[src/rtl/ide_pio_pkg.sv]
package ide_pio_pkg;

  typedef enum logic [2:0] {
    ST_IDLE,
    ST_SETUP,
    ST_ACT,
    ST_WAIT,
    ST_REC
  } cyc_state_e;

  // per-drive control nibble (3 used bits of a 4-bit slot)
  typedef struct packed {
    logic post_en;
    logic iordy_en;
    logic fast;
  } drv_ctl_t;

  localparam int unsigned CFG_W        = 16;
  localparam int unsigned EN_BIT       = 15;
  localparam int unsigned SEC_BIT      = 14;
  localparam int unsigned ISP_LSB      = 12;
  localparam int unsigned RTC_LSB      = 8;
  localparam int unsigned NIB_STRIDE   = 4;
  localparam int unsigned DEVHEAD_OFS  = 6;
  localparam int unsigned DRVSEL_BIT   = 4;

endpackage

[src/rtl/ide_cfg_reg.sv]
module ide_cfg_reg
  import ide_pio_pkg::*;
#(
  parameter int unsigned NUM_DRV = 2
) (
  input  logic                         clk,
  input  logic                         rst,
  input  logic                         we,
  input  logic [CFG_W-1:0]             wdata,
  input  logic                         intrq,
  output logic [CFG_W-1:0]             cfg_q,
  output logic                         chan_en,
  output logic                         chan_sec,
  output logic [1:0]                   isp_fld,
  output logic [1:0]                   rtc_fld,
  output drv_ctl_t [NUM_DRV-1:0]       drv_ctl,
  output logic                         irq_pri,
  output logic                         irq_sec
);

  always_ff @(posedge clk) begin
    if (rst) begin
      cfg_q <= '0;
    end else if (we) begin
      cfg_q <= wdata;
    end
  end

  assign chan_en  = cfg_q[EN_BIT];
  assign chan_sec = cfg_q[SEC_BIT];
  assign isp_fld  = cfg_q[ISP_LSB +: 2];
  assign rtc_fld  = cfg_q[RTC_LSB +: 2];

  for (genvar g = 0; g < NUM_DRV; g++) begin : g_nib
    assign drv_ctl[g].fast     = cfg_q[NIB_STRIDE*g + 0];
    assign drv_ctl[g].iordy_en = cfg_q[NIB_STRIDE*g + 1];
    assign drv_ctl[g].post_en  = cfg_q[NIB_STRIDE*g + 2];
  end

  always_ff @(posedge clk) begin
    if (rst) begin
      irq_pri <= 1'b0;
      irq_sec <= 1'b0;
    end else begin
      irq_pri <= intrq && chan_en && !chan_sec;
      irq_sec <= intrq && chan_en && chan_sec;
    end
  end


  irq_onehot_chk: assert property (@(posedge clk) disable iff (rst)
    $onehot0({irq_pri, irq_sec}));


  irq_off_when_disabled_chk: assert property (@(posedge clk) disable iff (rst)
    !$past(chan_en) |-> !(irq_pri || irq_sec));

endmodule

[src/rtl/ide_addr_decode.sv]
module ide_addr_decode #(
  parameter int unsigned ADDR_W  = 16,
  parameter logic [ADDR_W-1:0] PRI_CMD = 16'h01F0,
  parameter logic [ADDR_W-1:0] PRI_CTL = 16'h03F6,
  parameter logic [ADDR_W-1:0] SEC_CMD = 16'h0170,
  parameter logic [ADDR_W-1:0] SEC_CTL = 16'h0376
) (
  input  logic [ADDR_W-1:0] addr,
  input  logic              chan_en,
  input  logic              chan_sec,
  output logic              cmd_hit,
  output logic              ctl_hit,
  output logic [2:0]        da
);

  logic [ADDR_W-1:0] cmd_base;
  logic [ADDR_W-1:0] ctl_port;

  assign cmd_base = chan_sec ? SEC_CMD : PRI_CMD;
  assign ctl_port = chan_sec ? SEC_CTL : PRI_CTL;

  always_comb begin
    cmd_hit = chan_en && (addr[ADDR_W-1:3] == cmd_base[ADDR_W-1:3]);
    ctl_hit = chan_en && (addr == ctl_port);
    da      = addr[2:0];
  end

endmodule

[src/rtl/ide_timing_sel.sv]
module ide_timing_sel
  import ide_pio_pkg::*;
#(
  parameter int unsigned NUM_DRV     = 2,
  parameter int unsigned CNT_W       = 6,
  parameter int unsigned M0_ACT_CLKS = 17,
  parameter int unsigned M0_REC_CLKS = 42,
  localparam int unsigned DRV_W      = (NUM_DRV > 1) ? $clog2(NUM_DRV) : 1
) (
  input  drv_ctl_t [NUM_DRV-1:0] drv_ctl,
  input  logic [DRV_W-1:0]       drv_idx,
  input  logic [1:0]             isp_fld,
  input  logic [1:0]             rtc_fld,
  output logic [CNT_W-1:0]       act_clks,
  output logic [CNT_W-1:0]       rec_clks,
  output logic                   iordy_en,
  output logic                   post_en
);

  localparam logic [CNT_W-1:0] M0_ACT = CNT_W'(M0_ACT_CLKS);
  localparam logic [CNT_W-1:0] M0_REC = CNT_W'(M0_REC_CLKS);

  logic [CNT_W-1:0] fast_act;
  logic [CNT_W-1:0] fast_rec;
  logic [CNT_W-1:0] drv_act [NUM_DRV];
  logic [CNT_W-1:0] drv_rec [NUM_DRV];

  // field 0 is the slowest setting of each range
  assign fast_act = CNT_W'(5) - CNT_W'(isp_fld);
  assign fast_rec = CNT_W'(4) - CNT_W'(rtc_fld);

  for (genvar g = 0; g < NUM_DRV; g++) begin : g_drv
    assign drv_act[g] = drv_ctl[g].fast ? fast_act : M0_ACT;
    assign drv_rec[g] = drv_ctl[g].fast ? fast_rec : M0_REC;
  end

  always_comb begin
    act_clks = drv_act[0];
    rec_clks = drv_rec[0];
    iordy_en = drv_ctl[0].iordy_en;
    post_en  = drv_ctl[0].post_en;
    for (int i = 1; i < NUM_DRV; i++) begin
      if (drv_idx == DRV_W'(i)) begin
        act_clks = drv_act[i];
        rec_clks = drv_rec[i];
        iordy_en = drv_ctl[i].iordy_en;
        post_en  = drv_ctl[i].post_en;
      end
    end
  end

endmodule

[src/rtl/ide_cycle_fsm.sv]
module ide_cycle_fsm
  import ide_pio_pkg::*;
#(
  parameter int unsigned CNT_W      = 6,
  parameter int unsigned DATA_W     = 16,
  parameter int unsigned SETUP_CLKS = 1,
  parameter int unsigned WDOG_CLKS  = 64,
  localparam int unsigned WD_W      = $clog2(WDOG_CLKS + 1)
) (
  input  logic              clk,
  input  logic              rst,
  input  logic              start,
  input  logic              start_wr,
  input  logic              start_ctl,
  input  logic [2:0]        start_da,
  input  logic [DATA_W-1:0] start_wdata,
  input  logic [CNT_W-1:0]  act_clks,
  input  logic [CNT_W-1:0]  rec_clks,
  input  logic              iordy_en,
  input  logic              iordy,
  input  logic [DATA_W-1:0] dd_in,
  output logic              busy,
  output logic              cs0_n,
  output logic              cs1_n,
  output logic [2:0]        da,
  output logic              dior_n,
  output logic              diow_n,
  output logic [DATA_W-1:0] dd_out,
  output logic              dd_oe,
  output logic [DATA_W-1:0] rdata,
  output logic              done
);

  localparam logic [CNT_W-1:0] SETUP_LAST = CNT_W'(SETUP_CLKS - 1);
  localparam logic [WD_W-1:0]  WD_LAST    = WD_W'(WDOG_CLKS - 1);

  cyc_state_e        state, nxt_state;
  logic [CNT_W-1:0]  cnt, nxt_cnt;
  logic [WD_W-1:0]   wcnt, nxt_wcnt;
  logic              capture;

  logic              wr_q, ctl_q, ien_q;
  logic [2:0]        da_q;
  logic [DATA_W-1:0] wdata_q;
  logic [CNT_W-1:0]  act_q, rec_q;

  logic              launch;
  logic              wr_now, ctl_now;
  logic [2:0]        da_now;
  logic [DATA_W-1:0] wdata_now;
  logic              bus_on, strobe_on;

  assign launch    = (state == ST_IDLE) && start;
  assign wr_now    = launch ? start_wr    : wr_q;
  assign ctl_now   = launch ? start_ctl   : ctl_q;
  assign da_now    = launch ? start_da    : da_q;
  assign wdata_now = launch ? start_wdata : wdata_q;
  assign busy      = (state != ST_IDLE);

  always_comb begin
    nxt_state = state;
    nxt_cnt   = cnt;
    nxt_wcnt  = wcnt;
    capture   = 1'b0;
    unique case (state)
      ST_IDLE: begin
        if (start) begin
          nxt_state = ST_SETUP;
          nxt_cnt   = SETUP_LAST;
        end
      end
      ST_SETUP: begin
        if (cnt == '0) begin
          nxt_state = ST_ACT;
          nxt_cnt   = act_q - CNT_W'(1);
        end else begin
          nxt_cnt = cnt - CNT_W'(1);
        end
      end
      ST_ACT: begin
        if (cnt == '0) begin
          if (ien_q && !iordy) begin
            nxt_state = ST_WAIT;
            nxt_wcnt  = '0;
          end else begin
            nxt_state = ST_REC;
            nxt_cnt   = rec_q - CNT_W'(1);
            capture   = 1'b1;
          end
        end else begin
          nxt_cnt = cnt - CNT_W'(1);
        end
      end
      ST_WAIT: begin
        if (iordy || (wcnt == WD_LAST)) begin
          nxt_state = ST_REC;
          nxt_cnt   = rec_q - CNT_W'(1);
          capture   = 1'b1;
        end else begin
          nxt_wcnt = wcnt + WD_W'(1);
        end
      end
      ST_REC: begin
        if (cnt == '0) begin
          nxt_state = ST_IDLE;
        end else begin
          nxt_cnt = cnt - CNT_W'(1);
        end
      end
      default: nxt_state = ST_IDLE;
    endcase
  end

  assign bus_on    = (nxt_state == ST_SETUP) || (nxt_state == ST_ACT) ||
                     (nxt_state == ST_WAIT);
  assign strobe_on = (nxt_state == ST_ACT) || (nxt_state == ST_WAIT);

  always_ff @(posedge clk) begin
    if (rst) begin
      state   <= ST_IDLE;
      cnt     <= '0;
      wcnt    <= '0;
      wr_q    <= 1'b0;
      ctl_q   <= 1'b0;
      ien_q   <= 1'b0;
      da_q    <= '0;
      wdata_q <= '0;
      act_q   <= '0;
      rec_q   <= '0;
      cs0_n   <= 1'b1;
      cs1_n   <= 1'b1;
      da      <= '0;
      dior_n  <= 1'b1;
      diow_n  <= 1'b1;
      dd_out  <= '0;
      dd_oe   <= 1'b0;
      rdata   <= '0;
      done    <= 1'b0;
    end else begin
      state <= nxt_state;
      cnt   <= nxt_cnt;
      wcnt  <= nxt_wcnt;
      done  <= (state == ST_REC) && (nxt_state == ST_IDLE);
      if (launch) begin
        wr_q    <= start_wr;
        ctl_q   <= start_ctl;
        da_q    <= start_da;
        wdata_q <= start_wdata;
        act_q   <= act_clks;
        rec_q   <= rec_clks;
        ien_q   <= iordy_en;
      end
      if (capture && !wr_q) begin
        rdata <= dd_in;
      end
      cs0_n  <= !(bus_on && !ctl_now);
      cs1_n  <= !(bus_on && ctl_now);
      da     <= bus_on ? da_now : 3'd0;
      dior_n <= !(strobe_on && !wr_now);
      diow_n <= !(strobe_on && wr_now);
      dd_oe  <= bus_on && wr_now;
      if (bus_on && wr_now) begin
        dd_out <= wdata_now;
      end
    end
  end


  done_pulse_chk: assert property (@(posedge clk) disable iff (rst)
    done |=> !done);


  strobe_excl_chk: assert property (@(posedge clk) disable iff (rst)
    !(!dior_n && !diow_n));


  cs_with_strobe_chk: assert property (@(posedge clk) disable iff (rst)
    (!dior_n || !diow_n) |-> (cs0_n != cs1_n));


  wdog_bound_chk: assert property (@(posedge clk) disable iff (rst)
    (state == ST_WAIT) |-> (wcnt <= WD_LAST));


  wait_needs_enable_chk: assert property (@(posedge clk) disable iff (rst)
    (state == ST_WAIT) |-> ien_q);


  write_oe_chk: assert property (@(posedge clk) disable iff (rst)
    !diow_n |-> dd_oe);

endmodule

[src/rtl/ide_pio_timer.sv]
module ide_pio_timer
  import ide_pio_pkg::*;
#(
  parameter int unsigned ADDR_W      = 16,
  parameter int unsigned DATA_W      = 16,
  parameter int unsigned NUM_DRV     = 2,
  parameter int unsigned SETUP_CLKS  = 1,
  parameter int unsigned M0_ACT_CLKS = 17,
  parameter int unsigned M0_CYC_CLKS = 60,
  parameter int unsigned WDOG_CLKS   = 64
) (
  input  logic              clk,
  input  logic              rst,
  input  logic              cfg_we,
  input  logic [15:0]       cfg_wdata,
  output logic [15:0]       cfg_rdata,
  input  logic [ADDR_W-1:0] host_addr,
  input  logic [DATA_W-1:0] host_wdata,
  input  logic              host_rd,
  input  logic              host_wr,
  output logic [DATA_W-1:0] host_rdata,
  output logic              host_done,
  output logic              ide_cs0_n,
  output logic              ide_cs1_n,
  output logic [2:0]        ide_da,
  output logic              ide_dior_n,
  output logic              ide_diow_n,
  output logic [DATA_W-1:0] ide_dd_out,
  output logic              ide_dd_oe,
  input  logic [DATA_W-1:0] ide_dd_in,
  input  logic              ide_iordy,
  input  logic              ide_intrq,
  output logic              irq_pri,
  output logic              irq_sec,
  output logic              ide_post_en
);

  localparam int unsigned M0_REC_CLKS = M0_CYC_CLKS - SETUP_CLKS - M0_ACT_CLKS;
  localparam int unsigned CNT_W = $clog2(M0_CYC_CLKS + 1);
  localparam int unsigned DRV_W = (NUM_DRV > 1) ? $clog2(NUM_DRV) : 1;

  logic                   chan_en, chan_sec;
  logic [1:0]             isp_fld, rtc_fld;
  drv_ctl_t [NUM_DRV-1:0] drv_ctl;
  logic                   cmd_hit, ctl_hit;
  logic [2:0]             dec_da;
  logic [CNT_W-1:0]       act_clks, rec_clks;
  logic                   iordy_en;
  logic                   busy, start;
  logic [DRV_W-1:0]       drv_sel;

  ide_cfg_reg #(.NUM_DRV(NUM_DRV)) u_cfg (
    .clk(clk), .rst(rst), .we(cfg_we), .wdata(cfg_wdata), .intrq(ide_intrq),
    .cfg_q(cfg_rdata), .chan_en(chan_en), .chan_sec(chan_sec),
    .isp_fld(isp_fld), .rtc_fld(rtc_fld), .drv_ctl(drv_ctl),
    .irq_pri(irq_pri), .irq_sec(irq_sec)
  );

  ide_addr_decode #(.ADDR_W(ADDR_W)) u_dec (
    .addr(host_addr), .chan_en(chan_en), .chan_sec(chan_sec),
    .cmd_hit(cmd_hit), .ctl_hit(ctl_hit), .da(dec_da)
  );

  ide_timing_sel #(
    .NUM_DRV(NUM_DRV), .CNT_W(CNT_W),
    .M0_ACT_CLKS(M0_ACT_CLKS), .M0_REC_CLKS(M0_REC_CLKS)
  ) u_tsel (
    .drv_ctl(drv_ctl), .drv_idx(drv_sel), .isp_fld(isp_fld), .rtc_fld(rtc_fld),
    .act_clks(act_clks), .rec_clks(rec_clks), .iordy_en(iordy_en),
    .post_en(ide_post_en)
  );

  assign start = (host_rd || host_wr) && (cmd_hit || ctl_hit) && !busy;

  // device/head write picks the drive for cycles after this one
  always_ff @(posedge clk) begin
    if (rst) begin
      drv_sel <= '0;
    end else if (start && host_wr && cmd_hit && (dec_da == 3'(DEVHEAD_OFS))) begin
      drv_sel <= DRV_W'(host_wdata[DRVSEL_BIT]);
    end
  end

  ide_cycle_fsm #(
    .CNT_W(CNT_W), .DATA_W(DATA_W),
    .SETUP_CLKS(SETUP_CLKS), .WDOG_CLKS(WDOG_CLKS)
  ) u_fsm (
    .clk(clk), .rst(rst), .start(start), .start_wr(host_wr),
    .start_ctl(ctl_hit), .start_da(dec_da), .start_wdata(host_wdata),
    .act_clks(act_clks), .rec_clks(rec_clks), .iordy_en(iordy_en),
    .iordy(ide_iordy), .dd_in(ide_dd_in), .busy(busy),
    .cs0_n(ide_cs0_n), .cs1_n(ide_cs1_n), .da(ide_da),
    .dior_n(ide_dior_n), .diow_n(ide_diow_n), .dd_out(ide_dd_out),
    .dd_oe(ide_dd_oe), .rdata(host_rdata), .done(host_done)
  );


  no_cycle_disabled_chk: assert property (@(posedge clk) disable iff (rst)
    (!busy && !chan_en) |=> (ide_cs0_n && ide_cs1_n));

endmodule

[config.mk]
export PLATFORM = sky130hd
export DESIGN_NAME = ide_pio_timer
export DESIGN_NICKNAME = d
export VERILOG_FILES = /design/src/rtl/ide_pio_pkg.sv /design/src/rtl/ide_cfg_reg.sv /design/src/rtl/ide_addr_decode.sv /design/src/rtl/ide_timing_sel.sv /design/src/rtl/ide_cycle_fsm.sv /design/src/rtl/ide_pio_timer.sv
export SDC_FILE = /design/constraint.sdc
export NUM_CORES = 1
export LEC_CHECK = 0
export BUFFER_PORTS_ARGS = -buffer_cell sky130_fd_sc_hd__buf_2
export CAP_MARGIN = 40
export CORE_ASPECT_RATIO = 1.4
export CORE_UTILIZATION = 40
export DETAILED_ROUTE_END_ITERATION = 10
export GPL_ROUTABILITY_DRIVEN = 0
export HOLD_SLACK_MARGIN = 0.06
export PLACE_DENSITY = 0.66
export SETUP_SLACK_MARGIN = 0.02
export SLEW_MARGIN = 20
export SYNTH_ARGS = -nofsm -noshare
export SYNTH_HDL_FRONTEND = slang
export SYNTH_HIERARCHICAL = 1
export SYNTH_SLANG_ARGS = --single-unit
export TNS_END_PERCENT = 50
[constraint.sdc]
create_clock -name clk -period 2.2 [get_ports clk]
set_input_delay 0.22 -clock clk [delete_from_list [all_inputs] [get_ports clk]]
set_output_delay 0.22 -clock clk [all_outputs]
set_load 0.005 [all_outputs]
==> impl_metrics.py, run 1 <==
metrics = {
    "timing": {
        "clock_skew_ns": 0.0107,
        "fin_crit_ns": 2.20,
        "min_period_over_period_pct": 100,
        "hold_viol_final": 0,
        "whs_ns": 0.106,
        "rsz0062_at_grt": "true",
        "finalWorstSetupSlack_ns": -0.00269,
        "fmax_mhz": 454,
        "final_max_slew_viol_count": 0,
        "setup-violations-final": 1,
    },
    "worst_setup_path": {
        "arrival_ns": 2.47,
        "cp_max_fo": 8,
        "crit_family": "simple AND/OR/NAND/NOR gates",
        "critical_path_required_ns": 2.47,
        "worst_r2r_path_depth": 12,
        "path_cells": "and4b_1 -> nand4_1 -> buf_6 -> nor2_4 -> o22ai_2 -> nor2_2 -> and2_4 -> mux2i_4 -> a31oi_4 -> clkbuf_16 -> nor2_1 -> a211oi_1",
        "cp_num_cells": 12,
        "path_buf_inv": 2,
        "end_kind": "flop",
        "start_kind": "flop",
        "worstSetupPathType": "flop to flop",
        "slowest_delay_ns": 0.33,
        "slowest_stage": "dfxtp_2",
    },
    "pwr": {
        "netSwitchingPower_mw": 0.861,
        "clkPwrFrac_pct": 43.3,
        "p_per_area_nw_per_um2": 608,
        "switching_share_pct": 22.1,
        "internal-power_mw": 3.03,
        "p_seq_share_pct": 51.9,
        "leakagePower_nw": 2.74,
        "peakVddDrop_uv": 459,
        "power_frac_comb_pct": 4.9,
        "power_mw": 3.89,
    },
    "route": {
        "avgRoutedWirePerCell_um": 14.4,
        "wirelength_mm": 11.8,
        "viasPerCell": 5.09,
        "ant_nets": 0,
        "drc": 0,
        "vias": 4196,
        "dr.pass1.iters": 4,
        "first_iter_violations": 185,
    },
    "floorplanning": {
        "start_util_pct": 41.1,
        "row_count": 47,
        "die_height_um": 132,
        "io_pins": 131,
        "die-width_um": 95.1,
        "core_area_um2": 11800,
        "design.die.area_um2": 12600,
    },
    "placed_design": {
        "place_ws_ns": -0.248,
        "place_inst": 794,
        "placed_area_um2": 5760,
        "portBuffers": 130,
        "hpwlAfterDp_mm": 8.29,
    },
    "clock_network": {
        "htree_levels": 3,
        "cts_tree": "yes",
        "cts.sink_count": 110,
        "numCtsBuffers": 9,
        "cts_buffer_depth": 2,
        "clk_latency_ns": 0.35,
        "clk_transition_reported_paths_ns": 0.08,
        "clockRootBuffer": "clkbuf_16",
        "cts_hold_buf": 0,
    },
    "cells_and_area": {
        "fin_nets": 748,
        "multiInputGateArea_um2": 2500,
        "drive_above_1_share_pct": 38.3,
        "seqCellArea_um2": 2210,
        "syn_to_final_growth_pct": 32.0,
        "stdcell_count": 824,
        "fill_cells": 1061,
        "fin_area_um2": 6410,
        "diodes": 0,
    },
    "min_path": {
        "min_path_type": "input port to flop",
        "worstHoldPathCells": 3,
    },
    "global_routing": {
        "grt-ovfl-total": 0,
        "grtUsageMet3_pct": 3.75,
        "grt_pass1_wl_mm": 18.6,
        "use_met1_pct": 21.9,
        "antenna_found_initial": 0,
        "grt_usage_pct": 18.7,
        "grt_use_met2_pct": 31.9,
        "first_global_vias": 3982,
        "grt-busiest-layer": "met2",
        "grt_max_degree": 97,
    },
    "logic_synthesis": {
        "synth.most_common_cell": "dfxtp_1",
        "synth_commonest_cells": "110 x dfxtp_1, 85 x nor2_1, 52 x nand2_1, 50 x mux2i_1",
        "synthArstFlopShare_pct": 0,
        "avgSynthCellArea_um2": 9.32,
        "ys_seq_area_share_pct": 45.4,
        "yosys_warnings": 6,
        "netlist_area_um2": 4850,
        "synth_ff_type": "dfxtp_1",
        "ys_top_cells_by_area": "dfxtp_1 45%, mux2i_1 10%, nor2_1 6.6%",
        "yosysTopAreaCellShare_pct": 45.4,
        "yosys.cell_types.count": 66,
        "syn_inst": 521,
        "yosys_register_bits": 110,
        "yosysTopAreaCell": "dfxtp_1",
        "synth_edf_count": 0,
    },
    "flow_run": {
        "maxCapViolCount": 0,
    },
    "outcome": {
        "violations": "setup timing",
        "status": "finished, violations left",
    },
}
layout make-up:
cell class | count | share of cell area (%)
sequential | 110 | 34.5
multi-input combinational | 355 | 39.1
inverter | 12 | 0.703
clock inverter | 6 | 1.15
clock buffer | 10 | 3.73
tap | 147 | 2.87
timing repair buffer | 184 | 18.0
per-layer routing:
| layer | routed length (um) | share of wire, % |
|---|---|---|
| met3 | 504 | 4.3 |
| met4 | 344 | 2.9 |
| met1 | 4800 | 41 |
| met5 | 0 | 0 |
| met2 | 6190 | 52 |
cell usage in the layout (no fill, tap or decap), drive strengths merged, types with 4 or more instances in the layout:
master / n
a211oi: 21
a21oi: 23
a31oi: 6
and2: 4
buf: 182
clkbuf: 12
dfxtp: 110
ha: 5
inv: 14
mux2i: 51
nand2: 52
nand2b: 6
nand3: 6
nand4: 4
nor2: 86
nor2b: 8
nor3: 11
nor3b: 5
o21ai: 6
or3: 4
xnor2: 9
xor2: 7
cells by family (layout without fill, tap and decap cells):
kind of cell               after synthesis  in the layout  synth area share (%)
DFF                                    110            110                  45.4
other                                    1              3                0.0773
and+or+nand+nor                        200            200                  20.0
AOI/OAI and AO/OA                       78             78                  12.3
adders and majority gates                5              5                  1.29
xor gates and xnor gates                16             16                  2.89
buffers and inverters                   58            212                  7.04
muxes                                   53             53                  11.1
power by group through the flow:
stage | Clock [mW] | Sequential (mW) | Combinational (mW)
after floorplan | 0 | 2.07 | 0.111
after CTS | 1.73 | 2.02 | 0.189
after global placement | 0 | 2.07 | 0.182
final | 1.68 | 2.02 | 0.189
after detailed placement | 0 | 2.07 | 0.186
after global routing | 1.80 | 2.02 | 0.208
worst min-delay path: cells and delay by family:
family                 cells  cell delay [ns]
buffers and inverters      1             0.07
AND/OR/NAND/NOR            1             0.07
multiplexers               1             0.05
sequential cells by signal (all words and copies together) (netlist names), 3 cells and up:
| name | flops |
|---|---|
| u_fsm/wcnt | 7 |
| u_fsm/act_q | 6 |
| u_fsm/da_q | 3 |
| u_fsm/state | 3 |
| u_fsm/da | 3 |
| u_fsm/dd_out | 16 |
| u_fsm/rec_q | 6 |
| u_cfg/cfg_q | 16 |
| u_fsm/wdata_q | 16 |
| u_fsm/cnt | 6 |
| u_fsm/rdata | 16 |
worst paths after layout:
path	from	endpoint	slack (ns)
setup / recovery	u_cfg/cfg_q[15]$_SDFFE_PP0P_	u_fsm/dd_out[15]$_SDFFE_PP0P_	-0.003
hold / removal	ide_dd_in[13]	u_fsm/rdata[13]$_SDFFE_PP0P_	0.11
setup reg to reg	u_cfg/cfg_q[15]$_SDFFE_PP0P_	u_fsm/dd_out[15]$_SDFFE_PP0P_	-0.003
hold reg to reg	u_fsm/da_q[1]$_SDFF_PP0_	u_fsm/da_q[1]$_SDFF_PP0_	0.46
metrics by stage:
step	TNS [ns]	util, %
2_1_floorplan	0	-
3_5_place_dp	-8.36	48.7
6_report	-0.00269	54.2
4_1_cts	-0.681	52.7
3_3_place_gp	-3.38	48.7
5_1_grt	-1.78	54.2
repair_timing:
action	CTS	global route
gates resized for setup	21	34
endpoints found under the setup margin	50	81
buffers inserted	7	3
gates cloned	1	3
pin swaps	6	26
(Power assumes the default switching activity.)
==> inputs of run 2 (changes only) <==
--- a/config.mk
+++ b/config.mk
@@ -12,6 +12,7 @@
 export DETAILED_ROUTE_END_ITERATION = 10
 export GPL_ROUTABILITY_DRIVEN = 0
 export HOLD_SLACK_MARGIN = 0.06
+export MAX_ROUTING_LAYER = met4
 export PLACE_DENSITY = 0.66
 export SETUP_SLACK_MARGIN = 0.02
 export SLEW_MARGIN = 20
==> constraint.sdc (replaced) <==
create_clock -name clk -period 1.89 [get_ports clk]
set_input_delay 0.189 -clock clk [delete_from_list [all_inputs] [get_ports clk]]
set_output_delay 0.189 -clock clk [all_outputs]
set_load 0.005 [all_outputs]
==> impl_metrics.py, run 2 (synthesized netlist as in run 1, its figures left out) <==
metrics = {
    "clock_network": {
        "cts_tree": "yes",
        "cts_hold_buf": 0,
        "clk_latency_ns": 0.35,
        "cts_buffer_depth": 2,
        "clk_transition_reported_paths_ns": 0.07,
        "clockRootBuffer": "clkbuf_16",
        "cts.sink_count": 110,
        "numCtsBuffers": 9,
        "htree_levels": 3,
    },
    "route": {
        "drc": 0,
        "ant_nets": 0,
        "avgRoutedWirePerCell_um": 14.6,
        "vias": 4334,
        "dr.pass1.iters": 4,
        "wirelength_mm": 12.5,
        "viasPerCell": 5.08,
        "first_iter_violations": 202,
    },
    "timing": {
        "clock_skew_ns": 0.00680,
        "fin_crit_ns": 2.32,
        "final_max_slew_viol_count": 0,
        "setup-violations-final": 77,
        "hold_viol_final": 0,
        "whs_ns": 0.0730,
        "rsz0062_at_grt": "true",
        "maxSlewHeadroom_pct": 65.3,
        "worst_pin_slew_ns": 0.518,
        "setup_tns_ns": -12.34,
        "fmax_mhz": 431,
        "finalWorstSetupSlack_ns": -0.430,
        "min_period_over_period_pct": 123,
    },
    "cells_and_area": {
        "fin_area_um2": 6850,
        "mostFrequentLayoutCell": "buf_2",
        "stdcell_count": 853,
        "fin_nets": 777,
        "drive_above_1_share_pct": 41.6,
        "final_core_util_pct": 57.9,
        "fill_cells": 983,
        "final_cell_mix": "130 x buf_2, 104 x dfxtp_1, 78 x nor2_1",
        "syn_to_final_growth_pct": 41.0,
        "diodes": 0,
    },
    "worst_setup_path": {
        "end_kind": "flop",
        "r2r_start": "u_cfg/cfg_q[15]$_SDFFE_PP0P_",
        "r2r-end": "u_fsm/dd_out[8]$_SDFFE_PP0P_",
        "path_cells": "and4b_1 -> nand4_1 -> buf_6 -> nor2_4 -> o22ai_1 -> nor2_1 -> and2_4 -> mux2i_4 -> a31oi_4 -> buf_12 -> nor2_1 -> a211oi_1",
        "arrival_ns": 2.56,
        "worst_r2r_path_depth": 12,
        "slowest_stage": "dfxtp_2",
        "path_buf_inv": 2,
        "r2r_slack_ns": -0.43,
        "crit_family": "simple AND/OR/NAND/NOR gates",
        "start_kind": "flop",
        "critical_path_required_ns": 2.13,
        "crit_top_cell": "nor2_1",
        "worstSetupPathType": "flop to flop",
        "cp_max_fo": 8,
        "slowest_delay_ns": 0.33,
    },
    "placed_design": {
        "place_inst": 823,
        "hpwlAfterDp_mm": 8.84,
        "portBuffers": 130,
        "place_ws_ns": -0.483,
        "placed_area_um2": 6050,
    },
    "min_path": {
        "min_path_type": "input port to flop",
        "hold_end": "u_cfg/cfg_q[0]$_SDFFE_PP0P_",
        "min_from": "cfg_wdata[0]",
        "worstHoldPathCells": 3,
    },
    "floorplanning": {
        "die-width_um": 95.1,
        "core_area_um2": 11800,
        "die_height_um": 132,
        "start_util_pct": 41.1,
        "io_pins": 131,
        "row_count": 47,
        "design.die.area_um2": 12600,
    },
    "outcome": {
        "violations": "setup timing",
        "status": "finished, violations left",
    },
    "flow_run": {
        "maxCapViolCount": 0,
    },
    "pwr": {
        "leakagePower_nw": 2.94,
        "p_per_area_nw_per_um2": 662,
        "peakVddDrop_uv": 613,
        "power_mw": 4.53,
    },
    "global_routing": {
        "grt_usage_pct": 20.3,
        "antenna_found_initial": 0,
        "grt_pass1_wl_mm": 19.4,
        "grt_max_degree": 41,
        "grt-ovfl-total": 0,
        "first_global_vias": 4231,
    },
}
==> run 2: power breakdown <==
group	switching (mW)	internal [mW]	total, mW	leakage [nW]
logic	0.119	0.114	0.233	1.90
clock network	0.896	1.05	1.95	0.152
registers	0.0152	2.34	2.35	0.892
==> run 2: area by class of cell <==
cell class / instances / area [um^2] / area share, %
Clock buffer: 10 / 229 / 3.34
Clock inverter: 6 / 80.1 / 1.17
Inverter: 12 / 45.0 / 0.658
Multi-Input combinational cell: 355 / 2650 / 38.7
Sequential cell: 110 / 2210 / 32.3
Tap cell: 147 / 184 / 2.69
Timing Repair Buffer: 213 / 1450 / 21.1
==> run 2: timing repair <==
item / 4_1_cts / 5_1_grt
resized for setup: 25 / 41
setup buffers: 6 / 4
setup endpoints to repair: 77 / 85
gates cloned: 1 / 3
pin swaps: 6 / 21
==> run 2: worst max-delay path by stage <==
stage                                    endpoint  depth (start not counted)                         start
finish               u_fsm/dd_out[8]$_SDFFE_PP0P_                         12  u_cfg/cfg_q[15]$_SDFFE_PP0P_
floorplan           u_fsm/dd_out[10]$_SDFFE_PP0P_                         12  u_cfg/cfg_q[15]$_SDFFE_PP0P_
global route         u_fsm/dd_out[8]$_SDFFE_PP0P_                         12  u_cfg/cfg_q[15]$_SDFFE_PP0P_
detailed placement   u_fsm/dd_out[6]$_SDFFE_PP0P_                         11                  host_addr[3]
global placement        u_fsm/cnt[3]$_SDFFE_PP0P_                         11                  host_addr[3]
CTS                  u_fsm/dd_out[6]$_SDFFE_PP0P_                         10  u_cfg/cfg_q[15]$_SDFFE_PP0P_
==> run 2: metal layers <==
metal / track usage [%] / wire [um] / share of wire [%]
met5: - / 0 / 0
met3: 3.81 / 469 / 3.8
met1: 22.9 / 5130 / 41
met4: 12.1 / 483 / 3.9
met2: 32.7 / 6390 / 51
==> run 2: worst register-to-register path, cell delays in order, from the launching register on <==
cell and delay (ns):
dfxtp_2 0.33, and4b_1 0.20, nand4_1 0.11, buf_6 0.16, nor2_4 0.08, o22ai_1 0.08
nor2_1 0.12, and2_4 0.21, mux2i_4 0.09, a31oi_4 0.32, buf_12 0.18, nor2_1 0.05
a211oi_1 0.30
